## src/rtl/tsg_pkg.sv

```systemverilog
package tsg_pkg;
    localparam int TSG_LANES      = 4;
    localparam int TSG_SLOT_W     = 6;
    localparam int TSG_BITS_SLOT  = 8;

    typedef enum logic [1:0] {
        TM_IDLE = 2'd0,
        TM_RUN  = 2'd1,
        TM_HALT = 2'd2
    } tm_state_t;
endpackage

```

## src/rtl/tsg_slot_timer.sv

```systemverilog
module tsg_slot_timer
    import tsg_pkg::*;
#(
    parameter int SLOT_W    = TSG_SLOT_W,
    parameter int BITS_SLOT = TSG_BITS_SLOT
) (
    input  logic              clk,
    input  logic              rst_n,
    input  logic              sync,
    output logic              bnd,
    output logic [SLOT_W-1:0] slot_nxt
);
    localparam int CNT_W = $clog2(BITS_SLOT);
    localparam int LIMIT = 1 << (SLOT_W - 1);
    localparam logic [CNT_W-1:0]  LAST  = CNT_W'(BITS_SLOT - 1);
    localparam logic [SLOT_W-1:0] CAP   = SLOT_W'(LIMIT);

    tm_state_t         state, nstate;
    logic [CNT_W-1:0]  bitc;
    logic [SLOT_W-1:0] slot;
    logic              sync_q;
    logic              rise;

    assign rise = sync & ~sync_q;

    always_comb begin
        nstate   = state;
        bnd      = 1'b0;
        slot_nxt = slot;
        unique case (state)
            TM_IDLE, TM_HALT: begin
                if (rise) begin
                    nstate   = TM_RUN;
                    bnd      = 1'b1;
                    slot_nxt = '0;
                end
            end
            TM_RUN: begin
                if (rise) begin
                    bnd      = 1'b1;
                    slot_nxt = '0;
                end else if (bitc == LAST) begin
                    bnd      = 1'b1;
                    slot_nxt = slot + SLOT_W'(1);
                    if (slot_nxt == CAP) nstate = TM_HALT;
                end
            end
            default: nstate = TM_IDLE;
        endcase
    end

    always_ff @(posedge clk or negedge rst_n) begin
        if (!rst_n) begin
            state  <= TM_IDLE;
            sync_q <= 1'b0;
        end else begin
            state  <= nstate;
            sync_q <= sync;
        end
    end

    always_ff @(posedge clk or negedge rst_n) begin
        if (!rst_n) begin
            bitc <= '0;
            slot <= '0;
        end else begin
            slot <= slot_nxt;
            if (bnd)                  bitc <= '0;
            else if (state == TM_RUN) bitc <= bitc + CNT_W'(1);
        end
    end

    assert_restart_R2: assert property (@(posedge clk) disable iff (!rst_n)
        rise |=> (state == TM_RUN && slot == '0 && bitc == '0));

    assert_advance_R3: assert property (@(posedge clk) disable iff (!rst_n)
        (state == TM_RUN && !rise && bitc == LAST && slot < CAP - SLOT_W'(1))
        |=> (slot == $past(slot) + SLOT_W'(1)));

    assert_hold_cap_R6: assert property (@(posedge clk) disable iff (!rst_n)
        (state == TM_HALT && !rise) |=> (state == TM_HALT && slot == CAP));
endmodule

```

## src/rtl/tsg_lane.sv

```systemverilog
module tsg_lane #(
    parameter int SLOT_W = 6
) (
    input  logic              clk,
    input  logic              rst_n,
    input  logic              wr,
    input  logic              wr_off,
    input  logic [SLOT_W-1:0] wr_slot,
    input  logic              bnd,
    input  logic [SLOT_W-1:0] slot_nxt,
    output logic              fs
);
    logic              pend_vld;
    logic [SLOT_W-2:0] pend_slot;

    always_ff @(posedge clk or negedge rst_n) begin
        if (!rst_n) begin
            pend_vld  <= 1'b0;
            pend_slot <= '0;
        end else if (wr) begin
            pend_vld  <= ~wr_off & ~wr_slot[SLOT_W-1];
            pend_slot <= wr_slot[SLOT_W-2:0];
        end
    end

    always_ff @(posedge clk or negedge rst_n) begin
        if (!rst_n)   fs <= 1'b0;
        else if (bnd) fs <= pend_vld && (slot_nxt == {1'b0, pend_slot});
    end

    assert_mid_slot_R7: assert property (@(posedge clk) disable iff (!rst_n)
        !bnd |=> $stable(fs));

    assert_disabled_R8: assert property (@(posedge clk) disable iff (!rst_n)
        (bnd && !pend_vld) |=> !fs);
endmodule

```

## src/rtl/tdm_fsync_gen.sv

```systemverilog
module tdm_fsync_gen
    import tsg_pkg::*;
#(
    parameter int LANES     = TSG_LANES,
    parameter int SLOT_W    = TSG_SLOT_W,
    parameter int BITS_SLOT = TSG_BITS_SLOT,
    localparam int IDX_W    = $clog2(2 * LANES)
) (
    input  logic              clk,
    input  logic              rst_n,
    input  logic              mode2,
    input  logic              tx_sync,
    input  logic              rx_sync,
    input  logic              cfg_we,
    input  logic [IDX_W-1:0]  cfg_lane,
    input  logic              cfg_off,
    input  logic [SLOT_W-1:0] cfg_slot,
    output logic [LANES-1:0]  fs_tx,
    output logic [LANES-1:0]  fs_rx,
    output logic              bus_oe,
    output logic              bus_lvl_n
);
    logic              tx_bnd, rx_bnd;
    logic [SLOT_W-1:0] tx_nxt, rx_nxt;
    logic [2*LANES-1:0] fs_all;

    tsg_slot_timer #(.SLOT_W(SLOT_W), .BITS_SLOT(BITS_SLOT)) u_tx_timer (
        .clk(clk), .rst_n(rst_n), .sync(tx_sync),
        .bnd(tx_bnd), .slot_nxt(tx_nxt)
    );

    tsg_slot_timer #(.SLOT_W(SLOT_W), .BITS_SLOT(BITS_SLOT)) u_rx_timer (
        .clk(clk), .rst_n(rst_n), .sync(rx_sync & ~mode2),
        .bnd(rx_bnd), .slot_nxt(rx_nxt)
    );

    for (genvar g = 0; g < 2 * LANES; g++) begin : g_lane
        logic              own_rx;
        logic              l_bnd;
        logic [SLOT_W-1:0] l_nxt;
        assign own_rx = (g >= LANES) && !mode2;
        assign l_bnd  = own_rx ? rx_bnd : tx_bnd;
        assign l_nxt  = own_rx ? rx_nxt : tx_nxt;

        tsg_lane #(.SLOT_W(SLOT_W)) u_lane (
            .clk(clk), .rst_n(rst_n),
            .wr(cfg_we && (cfg_lane == IDX_W'(g))),
            .wr_off(cfg_off), .wr_slot(cfg_slot),
            .bnd(l_bnd), .slot_nxt(l_nxt), .fs(fs_all[g])
        );
    end

    assign fs_tx     = fs_all[LANES-1:0];
    assign fs_rx     = fs_all[2*LANES-1:LANES];
    assign bus_oe    = (|fs_tx) | (mode2 & (|fs_rx));
    assign bus_lvl_n = ~bus_oe;

    assert_bus_tx_R9: assert property (@(posedge clk) disable iff (!rst_n)
        (|fs_tx) |-> (bus_oe && !bus_lvl_n));

    assert_bus_m1_R4: assert property (@(posedge clk) disable iff (!rst_n)
        (!mode2 && fs_tx == '0) |-> !bus_oe);
endmodule

```

## config.mk

```make
export PLATFORM = sky130hd
export DESIGN_NAME = tdm_fsync_gen
export DESIGN_NICKNAME = d
export VERILOG_FILES = /design/src/rtl/tsg_pkg.sv /design/src/rtl/tsg_slot_timer.sv /design/src/rtl/tsg_lane.sv /design/src/rtl/tdm_fsync_gen.sv
export SDC_FILE = /design/constraint.sdc
export NUM_CORES = 1
export LEC_CHECK = 0
export CAP_MARGIN = 20
export CELL_PAD_IN_SITES_DETAIL_PLACEMENT = 0
export CELL_PAD_IN_SITES_GLOBAL_PLACEMENT = 1
export CORE_ASPECT_RATIO = 0.75
export CORE_MARGIN = 2
export CORE_UTILIZATION = 39
export DETAILED_ROUTE_END_ITERATION = 6
export DONT_BUFFER_PORTS = 1
export GPL_TIMING_DRIVEN = 0
export PLACE_DENSITY = 0.72
export SETUP_SLACK_MARGIN = 0.3
export SLEW_MARGIN = 20
export SYNTH_ARGS = -nofsm -noshare
export SYNTH_HDL_FRONTEND = slang
export SYNTH_SLANG_ARGS = --single-unit
```

## constraint.sdc

```tcl
create_clock -name clk -period 3.45 [get_ports clk]
set_input_delay 0.5175 -clock clk [delete_from_list [all_inputs] [get_ports clk]]
set_output_delay 0.5175 -clock clk [all_outputs]
set_load 0.1 [all_outputs]
```

==> impl_metrics.yaml, run 1 <==
timing:
  hold_viol: 0
  setup_viol: 0
  clock_skew_ns: 0.00748
  period_needed_ns: 3.04
  fmax_ghz: 0.329
  post-route-period-util: 0.880
  finalSetupTns_ns: 0
  tightestPinTransition_ns: 0.964
  rsz0062_at_grt: "no"
  slew_viol_final: 0
  setup_ws_ns: 0.413
  maxSlewHeadroom: 0.356
synthesis:
  ys_types: 53
  synthCells: 444
  ys.warnings.count: 0
  synth_edf_count: 0
  syn_area_per_cell_um2: 10.2
  syn_area_um2: 4520
  ys_ff_latch: 80
  ys.flop_type: "dfrtp_1"
  seq_area_frac_synth: 0.442
  synthArstFlopShare: 1.00
  syn_nets: 468
detailed_routing:
  drt-pass1-iter-count: 6
  vias: 3330
  routed_via_density: 5.50
  drt_iter0_drc: 161
  ant_nets: 0
  wirelength_um: 10700
  wl_per_cell_um: 17.6
  drc: 0
final_layout:
  layout_common_cells: "80 x dfrtp_1, 57 x nand2_1, 45 x mux2_2, 36 x o21ai_0, 22 x xnor2_1"
  final_common_cell: "dfrtp_1"
  drive_gt1_frac: 0.189
  fin_area_um2: 5020
  nets: 480
  antenna_cells: 0
  area_growth_pct: 11.1
  final_util: 0.439
floorplanning:
  initial_utilization: 0.395
  io_pins: 26
  die_area_um2: 12500
  dieWidth_um: 128
  rows: 34
  die_y_um: 97.3
  coreArea_um2: 11400
grt:
  antenna_found_initial: 0
  grt_max_degree: 81
  grt_pass1_vias: 3298
  grt-ovfl-total: 0
  grt_pass1_wl_um: 17400
  grtUsageTotal: 0.179
clocking:
  clk_pin_slew_worst_paths_ns: 0.06
  htreeDepth: 3
  numCtsBuffers: 9
  clk_latency_ns: 0.34
  cts.sinks: 80
  cts.path.max_buffers: 2
  postCtsSetupBuffers: 0
  tritoncts: "done"
  root_buffer: "clkbuf_16"
outcome:
  status: "complete, no violations"
power_and_ir_drop:
  peakVddDrop_uv: 277
  p_leak_nw: 2.12
  p_per_area_nw_per_um2: 575
worst_hold_path:
  hold_path_class: "primary input to async pin"
setup_path:
  startpoint_type: "register"
  slowest_delay_ns: 0.77
  cp_cell_sequence: "nor4_1, nand2_2, inv_1"
  crit_path_end_kind: "output port"
  cp.required_ns: 2.93
  critPathKind: "register to output port"
  path_max_fanout: 3
  critPathSlowestCell: "inv_1"
  arrival_ns: 2.52
placement:
  io_buffers: 0
  placed_area_um2: 4700
  gp_congestion: 0.815
  dpl.hpwl_um: 7590
  place_worst_setup_slack_ns: 0.0385
job:
  drv_cap: 0
==> where the power goes <==
part	switching [mW]	leakage, nW	internal (mW)
sequential	0.143	1.01	1.11
clock	0.400	0.140	0.535
combinational	0.401	0.968	0.303
==> through the flow <==
step / cells / power, mW / hold WS (ns)
3_5_place_dp: 588 / 1.95 / 0.226
4_1_cts: 605 / 2.91 / 0.0928
2_1_floorplan: 444 / 1.81 / 0.222
6_report: 605 / 2.89 / 0.0516
5_1_grt: 605 / 3.06 / 0.0936
3_3_place_gp: 588 / 1.92 / 0.226
==> synthesized netlist by cell type (all sizes together), types with 6 or more instances <==
| cell | number | share of area |
|---|---|---|
| o41ai | 6 | 0.017 |
| nor2 | 17 | 0.014 |
| nand2 | 58 | 0.048 |
| clkbuf | 12 | 0.010 |
| mux2i | 7 | 0.015 |
| dfrtp | 80 | 0.44 |
| xnor2 | 22 | 0.043 |
| ha | 8 | 0.022 |
| xor2 | 18 | 0.035 |
| mux2 | 45 | 0.11 |
| inv | 8 | 0.0066 |
| nor3 | 7 | 0.0077 |
| buf | 18 | 0.027 |
| o21ai | 39 | 0.043 |
| a21oi | 10 | 0.011 |
| nor4 | 6 | 0.0083 |
| nand3 | 14 | 0.015 |
==> path summary, 6_finish.rpt <==
| kind | from | endpoint | slack [ns] | cells after the start |
|---|---|---|---|---|
| max | g_lane[1].u_lane.fs | bus_lvl_n | 0.41 | 3 |
| min | rst_n | u_rx_timer.slot[5] | 0.05 | 1 |
| max reg2reg | u_rx_timer.bitc[0] | g_lane[6].u_lane.fs | 0.48 | 10 |
| min reg2reg | g_lane[5].u_lane.pend_vld | g_lane[5].u_lane.pend_vld | 0.49 | 2 |
| max in group asynchronous | rst_n | g_lane[4].u_lane.pend_slot[4] | 3.02 | 1 |
| min in group clk | tx_sync | u_tx_timer.sync_q | 0.20 | 0 |
==> kinds of logic after synthesis <==
group	share of synthesized area
AND/OR/NAND/NOR	0.146
adder cells (fa/ha/maj)	0.0221
XOR/XNOR	0.0774
AO/OA/AOI/OAI	0.141
flip-flops	0.442
buffers and inverters	0.0431
multiplexers	0.127
==> cell type report <==
cell class | instances | area [µm²]
fillers | 1062 | 6420
clock buffers | 12 | 256
plain buffers | 30 | 165
well taps | 144 | 180
repair buffers | 1 | 27.5
multi-input cells | 326 | 2330
clock inverters | 4 | 33.8
inverters | 8 | 30.0
flip-flops and latches | 80 | 2000
==> metal layers <==
layer / global-route usage / vias up / wire, µm
met5: 0 / - / 0
met2: 0.272 / 72 / 4820
li1: - / 1602 / -
met4: 0.0499 / 0 / 114
met3: 0.0424 / 8 / 435
met1: 0.256 / 1648 / 5310
==> repair_timing <==
item	CTS	global route
setup endpoints to repair	1	0
gates resized for setup	1	0
hold endpoints to repair	80	0
hold buffers	1	0
==> critical path, delay by kind of cell, from the launching register on <==
family        cells  cell delay [ns]
flops             1             0.40
buf+inv           1             0.77
simple gates      2             1.01
==> registers in the layout, summed over array words and instances (netlist names) <==
name                     flops
g_lane.u_lane.pend_slot     40
g_lane.u_lane.fs             8
g_lane.u_lane.pend_vld       8
u_rx_timer.slot              6
u_tx_timer.slot              6
u_rx_timer.bitc              3
u_tx_timer.bitc              3
u_rx_timer.state             2
u_tx_timer.state             2
u_rx_timer.sync_q            1
u_tx_timer.sync_q            1
No activity file was read; power rests on OpenSTA's default activity.
==> run 2, diff against run 1 <==
- PLACE_DENSITY: 0.72 -> 0.76
==> run 2 against run 1 <==
  * Highest routed layer unchanged
  * Cell count stayed put
  * Sequential power about the same
  * Sequential cell count is the same
  * Die area unchanged
  * Worst hold slack gained 0.041 ns
  * Sequential share of layout area is 0.099 points higher
  * Maximum frequency rose by 4.8%
  * Largest cell class unchanged
  * Combinational power shrank 1%
==> impl_metrics.yaml, run 2 (same netlist as run 1, synthesis figures left out) <==
setup_path:
  r2r_end: "g_lane[6].u_lane.fs"
  arrival_ns: 3.13
  reg2reg_from: "u_rx_timer.bitc[0]"
  reg2regPathDepth: 10
  cp.required_ns: 3.68
  crit_path_end_kind: "register"
  critPathKind: "register to register"
  startpoint_type: "register"
  r2r_setup_slack_ns: 0.55
  path_max_fanout: 7
detailed_routing:
  drt-pass1-iter-count: 4
  routed.top_layer: "met4"
  routed_via_density: 5.43
  met2WireLength_um: 4560
  met3WireLength_um: 488
  ant_nets: 0
  wl_per_cell_um: 17.4
  drt_iter0_drc: 241
  drc: 0
  vias: 3286
  wl_met1_um: 5390
  wirelength_um: 10500
timing:
  hold_viol: 0
  setup_viol: 0
  rsz0062_at_grt: "no"
  slew_viol_final: 0
  finalSetupTns_ns: 0
  period_needed_ns: 2.90
  clock_skew_ns: 0.0112
  post-route-period-util: 0.840
  fmax_ghz: 0.345
  maxSlewHeadroom: 0.308
  holdWs_ns: 0.0922
  tightestPinTransition_ns: 1.04
clocking:
  htreeDepth: 3
  clk_pin_slew_worst_paths_ns: 0.06
  cts.path.max_buffers: 2
  clk_latency_ns: 0.33
  cts.sinks: 80
  tritoncts: "done"
  root_buffer: "clkbuf_16"
  postCtsSetupBuffers: 0
  numCtsBuffers: 9
floorplanning:
  die_area_um2: 12500
  dieWidth_um: 128
  io_pins: 26
  die_y_um: 97.3
  initial_utilization: 0.395
  coreArea_um2: 11400
  rows: 34
final_layout:
  top_register: "g_lane.u_lane.pend_slot"
  top_regs: "g_lane.u_lane.pend_slot x40, g_lane.u_lane.fs x8, g_lane.u_lane.pend_vld x8"
  area_growth_pct: 10.8
  fin_area_um2: 5010
  drive_gt1_frac: 0.191
  final_common_cell: "dfrtp_1"
  antenna_cells: 0
  layout_common_cells: "80 x dfrtp_1, 57 x nand2_1, 45 x mux2_2, 36 x o21ai_0, 22 x xnor2_1"
  nets: 480
  largest_reg_flops: 40
power_and_ir_drop:
  p_per_area_nw_per_um2: 565
  p_leak_nw: 2.11
  peakVddDrop_uv: 398
placement:
  placed_area_um2: 4700
  io_buffers: 0
  dpl.hpwl_um: 7500
  gp_congestion: 0.806
grt:
  grtUsageTotal: 0.181
  grt_pass1_vias: 3265
  grt-ovfl-total: 0
  grt_pass1_wl_um: 17500
  grt_max_degree: 81
  antenna_found_initial: 0
worst_hold_path:
  hold_path_class: "primary input to async pin"
job:
  drv_cap: 0
outcome:
  status: "complete, no violations"
-- run 2: worst max-delay path by stage --
stage,from,endpoint,slack [ns],depth (start not counted)
after floorplan,mode2,bus_lvl_n,0.40,6
after global placement,mode2,bus_lvl_n,0.06,6
after detailed placement,mode2,bus_lvl_n,0.07,6
after CTS,g_lane[7].u_lane.fs,bus_lvl_n,0.35,3
after global routing,u_rx_timer.bitc[0],g_lane[6].u_lane.fs,0.35,10
final,u_rx_timer.bitc[0],g_lane[6].u_lane.fs,0.55,10
-- run 2: layer usage --
| layer | up-vias | global-route usage |
|---|---|---|
| met1 | 1601 | 0.273 |
| met2 | 66 | 0.262 |
| met3 | 7 | 0.0396 |
| met4 | 0 | 0.0431 |
| li1 | 1612 | - |
| met5 | - | 0 |
-- run 2: worst max-delay path, stage by stage, from the launching register on --
cell and delay, ns:
dfrtp_1 0.39, ha_1 0.19, ha_1 0.30, and3_1 0.19, clkbuf_1 0.25, nand3_1 0.14, and3_4 0.22, a311oi_4 0.48
xor2_1 0.18, o21ai_1 0.09, o41ai_2 0.36
-- run 2: metrics by stage --
stage	setup WS, ns	utilization	instances	total power [mW]
2_1_floorplan	0.401	-	444	1.81
3_3_place_gp	0.0582	0.411	588	1.92
3_5_place_dp	0.0673	0.411	588	1.94
4_1_cts	0.351	0.438	605	2.86
5_1_grt	0.348	0.438	605	3.00
6_report	0.552	0.438	605	2.83
-- run 2: final cells by class --
type	instances	area, µm²
Multi-Input combinational cell	326	2330
Clock buffer	11	233
Timing Repair Buffer	1	27.5
Sequential cell	80	2000
Fill cell	1093	6430
Clock inverter	5	40.0
Buffer	30	166
Tap cell	144	180
Inverter	8	33.8
-- run 2: timing repair --
action / 4_1_cts / 5_1_grt
endpoints found under the setup margin: 1 / 1
hold buffers: 1 / 0
gates resized for setup: 1 / 3
pin swaps: 0 / 1
endpoints found under the hold margin: 80 / 0
-- run 2: power breakdown --
group          internal (mW)  switching (mW)
Clock                  0.494           0.390
Sequential              1.11           0.143
Combinational          0.303           0.392
==> run 3, diff against run 2 <==
- clock period: 3.45 -> 2.8 ns (I/O delays scaled with it)
==> run 3 against run 2 <==
  * Cell area grew 6.0%
  * Largest power group unchanged
  * Sequential share of layout area shrank 2.3 points
  * Combinational power grew 37%
  * Critical path depth shrank 1
  * Register-to-register slack lost 0.19 ns
  * Worst setup slack lost 0.19 ns
  * Worst hold slack gained 0.015 ns
  * Critical path type unchanged
  * Die area is the same
  * Clock power grew 27%
  * First-iteration DRC count shrank 25%
==> impl_metrics.yaml, run 3 (same netlist as run 1, synthesis figures left out) <==
outcome:
  status: "complete, no violations"
timing:
  setup_viol: 0
  setup_ws_ns: 0.362
  slew_viol_final: 0
  post-route-period-util: 0.871
  fmax_ghz: 0.410
  holdWs_ns: 0.107
  rsz0062_at_grt: "yes"
  tightestPinTransition_ns: 0.980
  maxSlewHeadroom: 0.345
  hold_viol: 0
  period_needed_ns: 2.44
  clock_skew_ns: 0.00371
clocking:
  clk_pin_slew_worst_paths_ns: 0.06
  tritoncts: "done"
  htreeDepth: 3
  cts.path.max_buffers: 2
  clk_latency_ns: 0.34
  root_buffer: "clkbuf_16"
  numCtsBuffers: 9
  cts.sinks: 80
detailed_routing:
  drt_iter0_drc: 180
  wl_per_cell_um: 17.4
  drt-pass1-iter-count: 4
  drc: 0
  ant_nets: 0
  vias: 3390
  wirelength_um: 10700
  routed_via_density: 5.48
final_layout:
  n_fill_cell: 1045
  top_regs: "g_lane.u_lane.pend_slot x40, g_lane.u_lane.fs x8, g_lane.u_lane.pend_vld x8"
  largest_reg_flops: 40
  area_growth_pct: 17.5
  nets: 494
  final_common_cell: "dfrtp_1"
  layout_common_cells: "80 x dfrtp_1, 56 x nand2_1, 45 x mux2_2, 35 x o21ai_0"
  antenna_cells: 0
  drive_gt1_frac: 0.257
  top_register: "g_lane.u_lane.pend_slot"
  final_util: 0.464
power_and_ir_drop:
  p_leak_nw: 2.22
  peakVddDrop_uv: 443
  p_per_area_nw_per_um2: 682
floorplanning:
  die_y_um: 97.3
  io_pins: 26
  initial_utilization: 0.395
  coreArea_um2: 11400
  die_area_um2: 12500
  dieWidth_um: 128
  rows: 34
setup_path:
  cp.depth: 9
  r2r_setup_slack_ns: 0.36
  endpoint: "g_lane[4].u_lane.fs"
  path_buf_inv: 0
  path_max_fanout: 7
  critPathSlowestCell: "dfrtp_1"
  startpoint_type: "register"
  reg2regPathDepth: 9
  reg2reg_from: "u_rx_timer.bitc[1]"
  crit_start: "u_rx_timer.bitc[1]"
  r2r_end: "g_lane[4].u_lane.fs"
  arrival_ns: 2.66
  critPathKind: "register to register"
  crit_path_end_kind: "register"
  cp.required_ns: 3.02
  cp_top_family: "compound AO/OA/AOI/OAI gates"
  slowest_delay_ns: 0.42
  cp_cell_sequence: "ha_4, ha_4, or2b_1, o41ai_2, nand2_1, a2bb2oi_4, xnor2_1, nand2_1, o41ai_2"
placement:
  dpl.hpwl_um: 7260
  place_worst_setup_slack_ns: -0.126
  gp_congestion: 0.831
  io_buffers: 0
grt:
  grtUsageTotal: 0.182
  grt_pass1_wl_um: 17800
  grt_pass1_vias: 3482
  grt-ovfl-total: 0
  grt_max_degree: 81
  antenna_found_initial: 0
worst_hold_path:
  hold_path_class: "primary input to register"
job:
  drv_cap: 0
## run 3: changes by cell type in the layout (fill, tap and decap cells not counted), sizes merged
| cell | change |
|---|---|
| inv | +1 |
| buf | +14 |
| clkinv | -2 |
| dlygate4sd3 | +1 |
## run 3: where the power goes
part | internal [mW] | switching (mW) | total, mW | leakage (nW)
registers | 1.36 | 0.188 | 1.55 | 1.01
clock network | 0.637 | 0.484 | 1.12 | 0.138
logic | 0.434 | 0.520 | 0.954 | 1.08
## run 3: worst min path at each step
stage | start | endpoint | slack [ns] | cells past startpoint
finish | tx_sync | u_tx_timer.sync_q | 0.11 | 0
floorplan | rst_n | g_lane[0].u_lane.fs | 0.12 | 0
CTS | tx_sync | u_tx_timer.sync_q | 0.1 | 0
detailed placement | rst_n | u_tx_timer.bitc[1] | 0.13 | 0
global route | tx_sync | u_tx_timer.sync_q | 0.1 | 0
global placement | rst_n | u_tx_timer.bitc[1] | 0.13 | 0
## run 3: timing repair
item,CTS,global route
hold endpoints to repair,80,0
gates resized for setup,20,21
gates cloned,0,0
pin swaps,6,10
endpoints found under the setup margin,9,9
hold buffers,2,0
buffers inserted,6,7
## run 3: area by class of cell
class                           instances  area, µm²  area share
Multi-Input combinational cell        326       2500       0.470
Sequential cell                        80       2000       0.377
Clock buffer                           12        246      0.0464
Buffer                                 30        183      0.0344
Tap cell                              144        180      0.0339
Timing Repair Buffer                   15        139      0.0261
Clock inverter                          4       35.0     0.00659
Inverter                                8       33.8     0.00636
## run 3: metrics by stage
step | total power, mW | instances | setup TNS [ns] | instance area [µm²]
2_1_floorplan | 2.23 | 444 | 0 | 4530
3_3_place_gp | 2.37 | 588 | -0.108 | 4710
3_5_place_dp | 2.40 | 588 | -0.246 | 4710
4_1_cts | 3.60 | 612 | 0 | 5180
5_1_grt | 3.83 | 619 | 0 | 5320
6_report | 3.63 | 619 | 0 | 5320
## run 3: metal layers
metal | vias to the layer above | GRT usage | part of all wire
met5 | - | 0 | 0
met4 | 0 | 0.0482 | 0.0081
met3 | 8 | 0.0424 | 0.043
met2 | 54 | 0.268 | 0.44
met1 | 1685 | 0.268 | 0.51
li1 | 1643 | - | -
